**config.mk**
```make
export PLATFORM = sky130hd
export DESIGN_NAME = eng_irq_ctrl
export DESIGN_NICKNAME = d
export VERILOG_FILES = /design/src/rtl/eic_pkg.sv /design/src/rtl/eic_wm_zone.sv /design/src/rtl/eic_eng_regs.sv /design/src/rtl/eng_irq_ctrl.sv
export SDC_FILE = /design/constraint.sdc
export NUM_CORES = 1
export LEC_CHECK = 0
export ABC_AREA = 1
export BUFFER_PORTS_ARGS = -buffer_cell sky130_fd_sc_hd__buf_2
export CAP_MARGIN = 10
export CORE_MARGIN = 2
export CORE_UTILIZATION = 58
export DETAILED_ROUTE_END_ITERATION = 12
export PLACE_DENSITY = 0.85
export SLEW_MARGIN = 30
export SYNTH_ARGS = -nofsm -noshare
export SYNTH_HDL_FRONTEND = slang
export SYNTH_SLANG_ARGS = --single-unit
```
**constraint.sdc**
```tcl
create_clock -name clk -period 1.9 [get_ports clk]
set_input_delay 0.19 -clock clk [delete_from_list [all_inputs] [get_ports clk]]
set_output_delay 0.19 -clock clk [all_outputs]
set_load 0.005 [all_outputs]
```
**src/rtl/eic_pkg.sv**
```systemverilog
`timescale 1ns/100ps
package eic_pkg;
    localparam int NC     = 6;
    localparam int SEL_W  = 3;
    localparam int WM_HI_LSB = 16;

    localparam int B_CC = 0;
    localparam int B_SH = 1;
    localparam int B_SL = 2;
    localparam int B_DH = 3;
    localparam int B_DL = 4;
    localparam int B_ER = 5;

    localparam logic [SEL_W-1:0] SEL_STAT = 3'd0;
    localparam logic [SEL_W-1:0] SEL_HIE  = 3'd1;
    localparam logic [SEL_W-1:0] SEL_MIE  = 3'd2;
    localparam logic [SEL_W-1:0] SEL_SWM  = 3'd3;
    localparam logic [SEL_W-1:0] SEL_DWM  = 3'd4;
    localparam logic [SEL_W-1:0] SEL_SUM  = 3'd5;

    typedef enum logic [1:0] {
        ZN_LOW  = 2'd0,
        ZN_MID  = 2'd1,
        ZN_HIGH = 2'd2
    } zone_e;
endpackage

```
**src/rtl/eic_wm_zone.sv**
```systemverilog
`timescale 1ns/100ps
module eic_wm_zone
    import eic_pkg::*;
#(
    parameter int OCC_W = 5
) (
    input  logic             clk,
    input  logic             rst_n,
    input  logic [OCC_W-1:0] occ,
    input  logic [OCC_W-1:0] lo_mark,
    input  logic [OCC_W-1:0] hi_mark,
    output logic             rise_hi,
    output logic             fall_lo
);
    zone_e zone_q, zone_d;

    always_comb begin
        if (occ > hi_mark)      zone_d = ZN_HIGH;
        else if (occ < lo_mark) zone_d = ZN_LOW;
        else                    zone_d = ZN_MID;
    end

    always_ff @(posedge clk or negedge rst_n) begin
        if (!rst_n) zone_q <= ZN_MID;
        else        zone_q <= zone_d;
    end

    always_comb begin
        rise_hi = 1'b0;
        fall_lo = 1'b0;
        unique case (zone_q)
            ZN_LOW:  rise_hi = (zone_d == ZN_HIGH);
            ZN_MID: begin
                rise_hi = (zone_d == ZN_HIGH);
                fall_lo = (zone_d == ZN_LOW);
            end
            ZN_HIGH: fall_lo = (zone_d == ZN_LOW);
            default: ;
        endcase
    end
endmodule

```
**src/rtl/eic_eng_regs.sv**
```systemverilog
`timescale 1ns/100ps
module eic_eng_regs
    import eic_pkg::*;
#(
    parameter int OCC_W = 5
) (
    input  logic             clk,
    input  logic             rst_n,
    input  logic             cc_evt,
    input  logic             err_evt,
    input  logic [OCC_W-1:0] src_occ,
    input  logic [OCC_W-1:0] dst_occ,
    input  logic             wr_en,
    input  logic [SEL_W-1:0] sel,
    input  logic [31:0]      wdata,
    output logic [NC-1:0]    stat,
    output logic             pend,
    output logic [31:0]      rd_word
);
    localparam logic [OCC_W-1:0] MARK_MAX = '1;

    logic [NC-2:0]    hie_q;
    logic             mie_q;
    logic [OCC_W-1:0] s_lo_q, s_hi_q, d_lo_q, d_hi_q;
    logic             s_rise, s_fall, d_rise, d_fall;
    logic [NC-1:0]    set_v, clr_v;
    logic             unused_wbits;

    assign unused_wbits = ^wdata;

    eic_wm_zone #(.OCC_W(OCC_W)) u_src_zone (
        .clk(clk), .rst_n(rst_n), .occ(src_occ),
        .lo_mark(s_lo_q), .hi_mark(s_hi_q),
        .rise_hi(s_rise), .fall_lo(s_fall)
    );

    eic_wm_zone #(.OCC_W(OCC_W)) u_dst_zone (
        .clk(clk), .rst_n(rst_n), .occ(dst_occ),
        .lo_mark(d_lo_q), .hi_mark(d_hi_q),
        .rise_hi(d_rise), .fall_lo(d_fall)
    );

    always_comb begin
        set_v       = '0;
        set_v[B_CC] = cc_evt;
        set_v[B_SH] = s_rise;
        set_v[B_SL] = s_fall;
        set_v[B_DH] = d_rise;
        set_v[B_DL] = d_fall;
        set_v[B_ER] = err_evt;
        clr_v = (wr_en && sel == SEL_STAT) ? wdata[NC-1:0] : '0;
    end

    always_ff @(posedge clk or negedge rst_n) begin
        if (!rst_n) begin
            stat   <= '0;
            hie_q  <= '0;
            mie_q  <= 1'b0;
            s_lo_q <= '0;
            s_hi_q <= MARK_MAX;
            d_lo_q <= '0;
            d_hi_q <= MARK_MAX;
        end else begin
            stat <= (stat & ~clr_v) | set_v;
            if (wr_en) begin
                unique case (sel)
                    SEL_HIE: hie_q <= wdata[NC-2:0];
                    SEL_MIE: mie_q <= wdata[0];
                    SEL_SWM: begin
                        s_lo_q <= wdata[OCC_W-1:0];
                        s_hi_q <= wdata[WM_HI_LSB +: OCC_W];
                    end
                    SEL_DWM: begin
                        d_lo_q <= wdata[OCC_W-1:0];
                        d_hi_q <= wdata[WM_HI_LSB +: OCC_W];
                    end
                    default: ;
                endcase
            end
        end
    end

    assign pend = |(stat & {mie_q, hie_q});

    always_comb begin
        rd_word = '0;
        unique case (sel)
            SEL_STAT: rd_word[NC-1:0] = stat;
            SEL_HIE:  rd_word[NC-2:0] = hie_q;
            SEL_MIE:  rd_word[0]      = mie_q;
            SEL_SWM: begin
                rd_word[OCC_W-1:0]             = s_lo_q;
                rd_word[WM_HI_LSB +: OCC_W]    = s_hi_q;
            end
            SEL_DWM: begin
                rd_word[OCC_W-1:0]             = d_lo_q;
                rd_word[WM_HI_LSB +: OCC_W]    = d_hi_q;
            end
            default: ;
        endcase
    end
endmodule

```
**src/rtl/eng_irq_ctrl.sv**
```systemverilog
`timescale 1ns/100ps
module eng_irq_ctrl
    import eic_pkg::*;
#(
    parameter int  NUM_ENG = 4,
    parameter int  OCC_W   = 5,
    localparam int ENG_W   = (NUM_ENG > 1) ? $clog2(NUM_ENG) : 1,
    localparam int ADDR_W  = ENG_W + SEL_W
) (
    input  logic                     clk,
    input  logic                     rst_n,
    input  logic [NUM_ENG-1:0]       cc_evt,
    input  logic [NUM_ENG-1:0]       err_evt,
    input  logic [NUM_ENG*OCC_W-1:0] src_occ,
    input  logic [NUM_ENG*OCC_W-1:0] dst_occ,
    input  logic                     reg_wr,
    input  logic [ADDR_W-1:0]        reg_addr,
    input  logic [31:0]              reg_wdata,
    output logic [31:0]              reg_rdata,
    output logic [NUM_ENG-1:0]       summary,
    output logic                     irq
);
    logic [ENG_W-1:0]        eng_idx;
    logic [SEL_W-1:0]        sel;
    logic [NUM_ENG-1:0]      pend_v;
    logic [NUM_ENG*NC-1:0]   stat_flat;
    logic [31:0]             rd_words [NUM_ENG];

    assign eng_idx = reg_addr[ADDR_W-1:SEL_W];
    assign sel     = reg_addr[SEL_W-1:0];

    for (genvar g = 0; g < NUM_ENG; g++) begin : g_eng
        logic wr_hit;
        assign wr_hit = reg_wr && (eng_idx == ENG_W'(g));

        eic_eng_regs #(.OCC_W(OCC_W)) u_regs (
            .clk(clk), .rst_n(rst_n),
            .cc_evt(cc_evt[g]), .err_evt(err_evt[g]),
            .src_occ(src_occ[g*OCC_W +: OCC_W]),
            .dst_occ(dst_occ[g*OCC_W +: OCC_W]),
            .wr_en(wr_hit), .sel(sel), .wdata(reg_wdata),
            .stat(stat_flat[g*NC +: NC]),
            .pend(pend_v[g]),
            .rd_word(rd_words[g])
        );
    end

    always_ff @(posedge clk or negedge rst_n) begin
        if (!rst_n) begin
            summary <= '0;
            irq     <= 1'b0;
        end else begin
            summary <= pend_v;
            irq     <= |summary;
        end
    end

    always_comb begin
        reg_rdata = '0;
        if (sel == SEL_SUM) begin
            reg_rdata[NUM_ENG-1:0] = summary;
        end else begin
            for (int i = 0; i < NUM_ENG; i++) begin
                if (eng_idx == ENG_W'(i)) reg_rdata = rd_words[i];
            end
        end
    end
endmodule

```
==> flow_results.org <==
** STA
- Measured against its own limit, the worst slew margin works out to 49.27%.
- Setup repair after global routing could not meet its margin everywhere.
- In the finished design, the share of the clock period the worst path needs comes to 99.44%.
- Across the routed clock network, the largest skew measured is between 0.01 and 0.015 ns.
- At the pin with the least slew margin, the transition time is 0.7601 ns.
- In the post-route analysis, the smallest setup slack over all paths is about 0.011 ns.
- # setup viols final :: 0
- Achievable Freq :: 529.3 MHz
- For the finished layout, the period the worst path requires is 1.889 ns.
- Worst slack on hold paths :: 0.02216 ns
- Final count of hold timing violations :: 0
- The number of max-slew violations in the final report is 0.

** Yosys
- Post-synthesis sequential element count :: 149
- After synthesis, the share of cell area in mux cells is 0%.
- Synthesis produced 1,115 cells.
- Cell Area, Synth :: 8956 µm²
- Synth warnings :: 0
- Cell type with the highest aggregate area in the netlist :: sky130_fd_sc_hd__dfrtp_1
- Ranking of synthesized cells by area :: sky130_fd_sc_hd__dfrtp_1, sky130_fd_sc_hd__dfstp_2, sky130_fd_sc_hd__ha_1
- Netlist cell types :: 39
- After synthesis, the largest family of logic cells by area is simple AND/OR/NAND/NOR gates.
- Summed over its instances, the top area cell type makes up between 20 and 30% of the synthesized netlist area.
- Post-synthesis simple-gate area fraction :: 19.87%
- Syn avg cell area :: roughly 8 µm²
- Sequential fraction of the synthesis area :: 42.30%
- Summing the areas of all compound-gate instances in the mapped netlist gives 15.17% of the synthesized area.
- Xor/xnor share of the synthesized area :: 0%
- Of the total synthesized cell area, the portion taken by full adders, half adders and majority gates is 12.29%.

** Floorplan
- Core Region :: 15,150 µm²
- Die Area :: 16,450 µm²
- After floorplanning, the core was divided into 45 placement rows.
- Die Width :: 128.3 µm
- Number of top-level design ports :: around 130
- Initial Util :: 59.13%
- Height of the die :: between 100 and 150 µm

** Hold path
- In this run the most critical hold path is launched from err_evt[2].
- Hold Path Sink :: g_eng[2].u_regs.stat[5]
- Worst Hold Depth :: 2
- In this run the worst hold path is classified as in -> reg.

** Cells and area
- The final layout contains 1,399 nets.
- The library cell used most frequently in the layout, excluding fill and tap cells, is sky130_fd_sc_hd__nand2_1.
- From synthesis to final layout, the design area changed by 16.47%.
- Leaving out filler cells and counting taps, the final layout contains roughly 1,400.
- Number of antenna diodes :: 0
- Cells with a size suffix above 1 make up 18.37% of the layout.
- Counting the fill cells in the layout gives approximately 1,200.
- Once layout is done, the placed cells without fillers occupy 10,430 µm².
- Summing all flip-flop and latch instances after layout gives 3789 µm².
- Summing all multi-input logic gate instances after layout gives 4355 µm².
- Most frequent cells in the layout :: sky130_fd_sc_hd__nand2_1, sky130_fd_sc_hd__inv_1, sky130_fd_sc_hd__o21ai_0

** Worst setup path
- Critical path's slowest cell :: sky130_fd_sc_hd__dfstp_2
- Worst reg2reg endpoint :: g_eng[0].u_regs.stat[4]
- Data arrives at the worst endpoint at 1.70 ns.
- Along the worst path, the maximum fanout reaches 2.
- Sort of element at the end of the critical path :: output port
- Type of the worst setup path :: reg -> out
- Internal reg-to-reg setup slack :: 0.20 ns
- Cell family with the largest share of critical-path delay :: flip-flops
- Worst Path Buf+Inv :: 2
- Path depth of the worst reg2reg path :: 9
- Req. time, crit path :: 1.71 ns
- Type of element launching the critical path :: flip-flop
- The worst register-to-register path begins at g_eng[0].u_regs.d_hi_q[4].
- Ordered list of cells on the worst path :: inv_1 > o221ai_2 > nand3_1 > nor2_2 > buf_2
- Largest stage delay on the critical path :: 0.53 ns

** Drt
- After detailed routing, the number of remaining DRC violations is 0.
- Count of antenna-violating nets left after detailed routing :: 0
- DRT Wirelength :: 24,630 µm
- Dividing the detail-routed wire length by the instance count gives 17.29 µm.
- The first routing iteration left 960 violations.
- For this run, the detailed router's first-pass iteration total came to 5.
- Vias post-DR :: between 8,000 and 9,000
- Drt via density :: 5.786

** Place
- Port buffering added 82 buffers.
- Detailed placement ended at an HPWL of 17,890 µm.
- Routability Congestion :: between 0.9 and 1
- Pre-CTS worst setup slack :: around 0.094 ns
- The number of placed instances, taps included, is about 1,400.
- After detailed placement, the total cell area comes to a little under 10,000 µm².

** Clock tree
- The H-tree was split into 4 levels.
- In this run, CTS created clock tree buffers numbering 17.
- Number of clock sinks seen by CTS :: around 150
- The tree is rooted in a sky130_fd_sc_hd__clkbuf_16.
- TritonCTS built the clock tree.
- Worst-skew pair later-pin latency :: 0.44 ns
- Number of buffers added for setup after CTS :: 0
- Clock-pin slew was measured on the worst setup and hold paths at 0.06 ns.
- Maximum clock path buffer count :: 2

** Global routing
- Total GRT Usage :: 31.65%
- Global-route wire length before repair :: 39,790 µm
- The via count of the first global-routing pass came to 7,949.
- Final global-route overflow total :: 0
- Entering global routing, the biggest net connects 51 pins.
- Antenna violations before repair :: 0

** Job
- Across the run, the number of max-cap violations was 0.

** Run status
- The flow ran to the end, and the final reports show no timing, DRC or antenna violations.

** Power and ir drop
- PwrDens :: just over 1000 nW/µm²
- Across the VDD grid, the largest voltage drop is roughly 0.69 mV.
- For this design the static power due to leakage is 5.087 nW.
- Total power :: between 0.01 and 0.015 W
-- flip-flops by register name, summed over array words and instances (netlist names), 8 cells and up --
name                            flops
g_eng.u_regs.u_src_zone.zone_q      8
g_eng.u_regs.s_hi_q                20
g_eng.u_regs.hie_q                 20
g_eng.u_regs.u_dst_zone.zone_q      8
g_eng.u_regs.d_hi_q                20
g_eng.u_regs.d_lo_q                20
g_eng.u_regs.stat                  24
g_eng.u_regs.s_lo_q                20
-- synthesized netlist by cell type, drive strengths merged --
cell,n
o22ai,17
dfrtp,101
inv,149
a22o,1
a31oi,4
nor2,63
nand3,44
and2,1
a22oi,1
ha,88
o21bai,5
or4,1
a221oi,4
buf,43
nor3,3
conb,1
o21ai,163
clkbuf,14
a21oi,44
o221ai,3
nand4,21
a31o,1
o211ai,9
nand2,285
clkinv,1
dfstp,48
-- through the flow --
| step | setup TNS (ns) | utilization (%) |
|---|---|---|
| 6_report | 0 | 68.87 |
| 5_1_grt | -0.006862 | 68.87 |
| 4_1_cts | 0 | 68.60 |
| 3_5_place_dp | 0 | 63.76 |
| 3_3_place_gp | 0 | 63.76 |
| 2_1_floorplan | 0 | - |
-- power breakdown --
| part | switching, W | internal (W) | leakage, nW |
|---|---|---|---|
| clock network | 0.00140 | 0.00229 | 0.315 |
| registers | 0.000457 | 0.00393 | 1.68 |
| logic | 0.00151 | 0.000976 | 3.09 |
-- final cells by class --
| class | instances | share of cell area (%) |
|---|---|---|
| Clock inverter | 13 | 1.859 |
| Clock buffer | 19 | 4.342 |
| Multi-Input combinational cell | 779 | 41.75 |
| Inverter | 150 | 5.494 |
| Tap cell | 188 | 2.255 |
| Sequential cell | 149 | 36.32 |
| Timing Repair Buffer | 126 | 7.976 |
-- routing by layer --
metal / part of all wire, % / vias up / GRT usage, %
met2: 47 / 455 / 51.03
li1: - / 3853 / -
met1: 40 / 3870 / 41.78
met3: 10 / 61 / 7.220
met4: 2.8 / 0 / 12.15
met5: 0 / - / 0
-- worst register-to-register path, stage by stage (launching register included) --
cell and delay [ns]:
sky130_fd_sc_hd__dfstp_2 0.53, sky130_fd_sc_hd__inv_1 0.07, sky130_fd_sc_hd__ha_1 0.30, sky130_fd_sc_hd__nand2_1 0.06
sky130_fd_sc_hd__inv_1 0.09, sky130_fd_sc_hd__nand3_1 0.10, sky130_fd_sc_hd__o211ai_1 0.18, sky130_fd_sc_hd__nand2_1 0.12
sky130_fd_sc_hd__nand3_1 0.09, sky130_fd_sc_hd__nand2_1 0.05
-- how the worst max path moves through the flow --
stage                              start                       to  slack, ns  depth (start not counted)
2_1_floorplan  g_eng[0].u_regs.d_hi_q[4]  g_eng[0].u_regs.stat[4]       0.45                          9
3_3_place_gp                 reg_addr[1]            reg_rdata[17]       0.12                          8
3_5_place_dp                 reg_addr[1]             reg_rdata[2]       0.09                         12
4_1_cts        g_eng[0].u_regs.s_hi_q[1]            reg_rdata[17]       0.03                          5
5_1_grt                      reg_addr[2]             reg_rdata[1]     -0.004                         12
6_report       g_eng[1].u_regs.s_hi_q[1]            reg_rdata[17]       0.01                          5
-- logic make-up after synthesis --
kind of cell | after synthesis
AOI/OAI and AO/OA | 252
other | 1
and+or+nand+nor | 418
adders and majority gates | 88
buffers and inverters | 207
DFF | 149
-- what timing repair did --
item                                    CTS  global route
resized for setup                         2            13
endpoints found under the hold margin    32             0
hold buffers                              8             0
endpoints found under the setup margin    1             8
pin swaps                                 0             5
No activity file was read; power rests on OpenSTA's default activity.
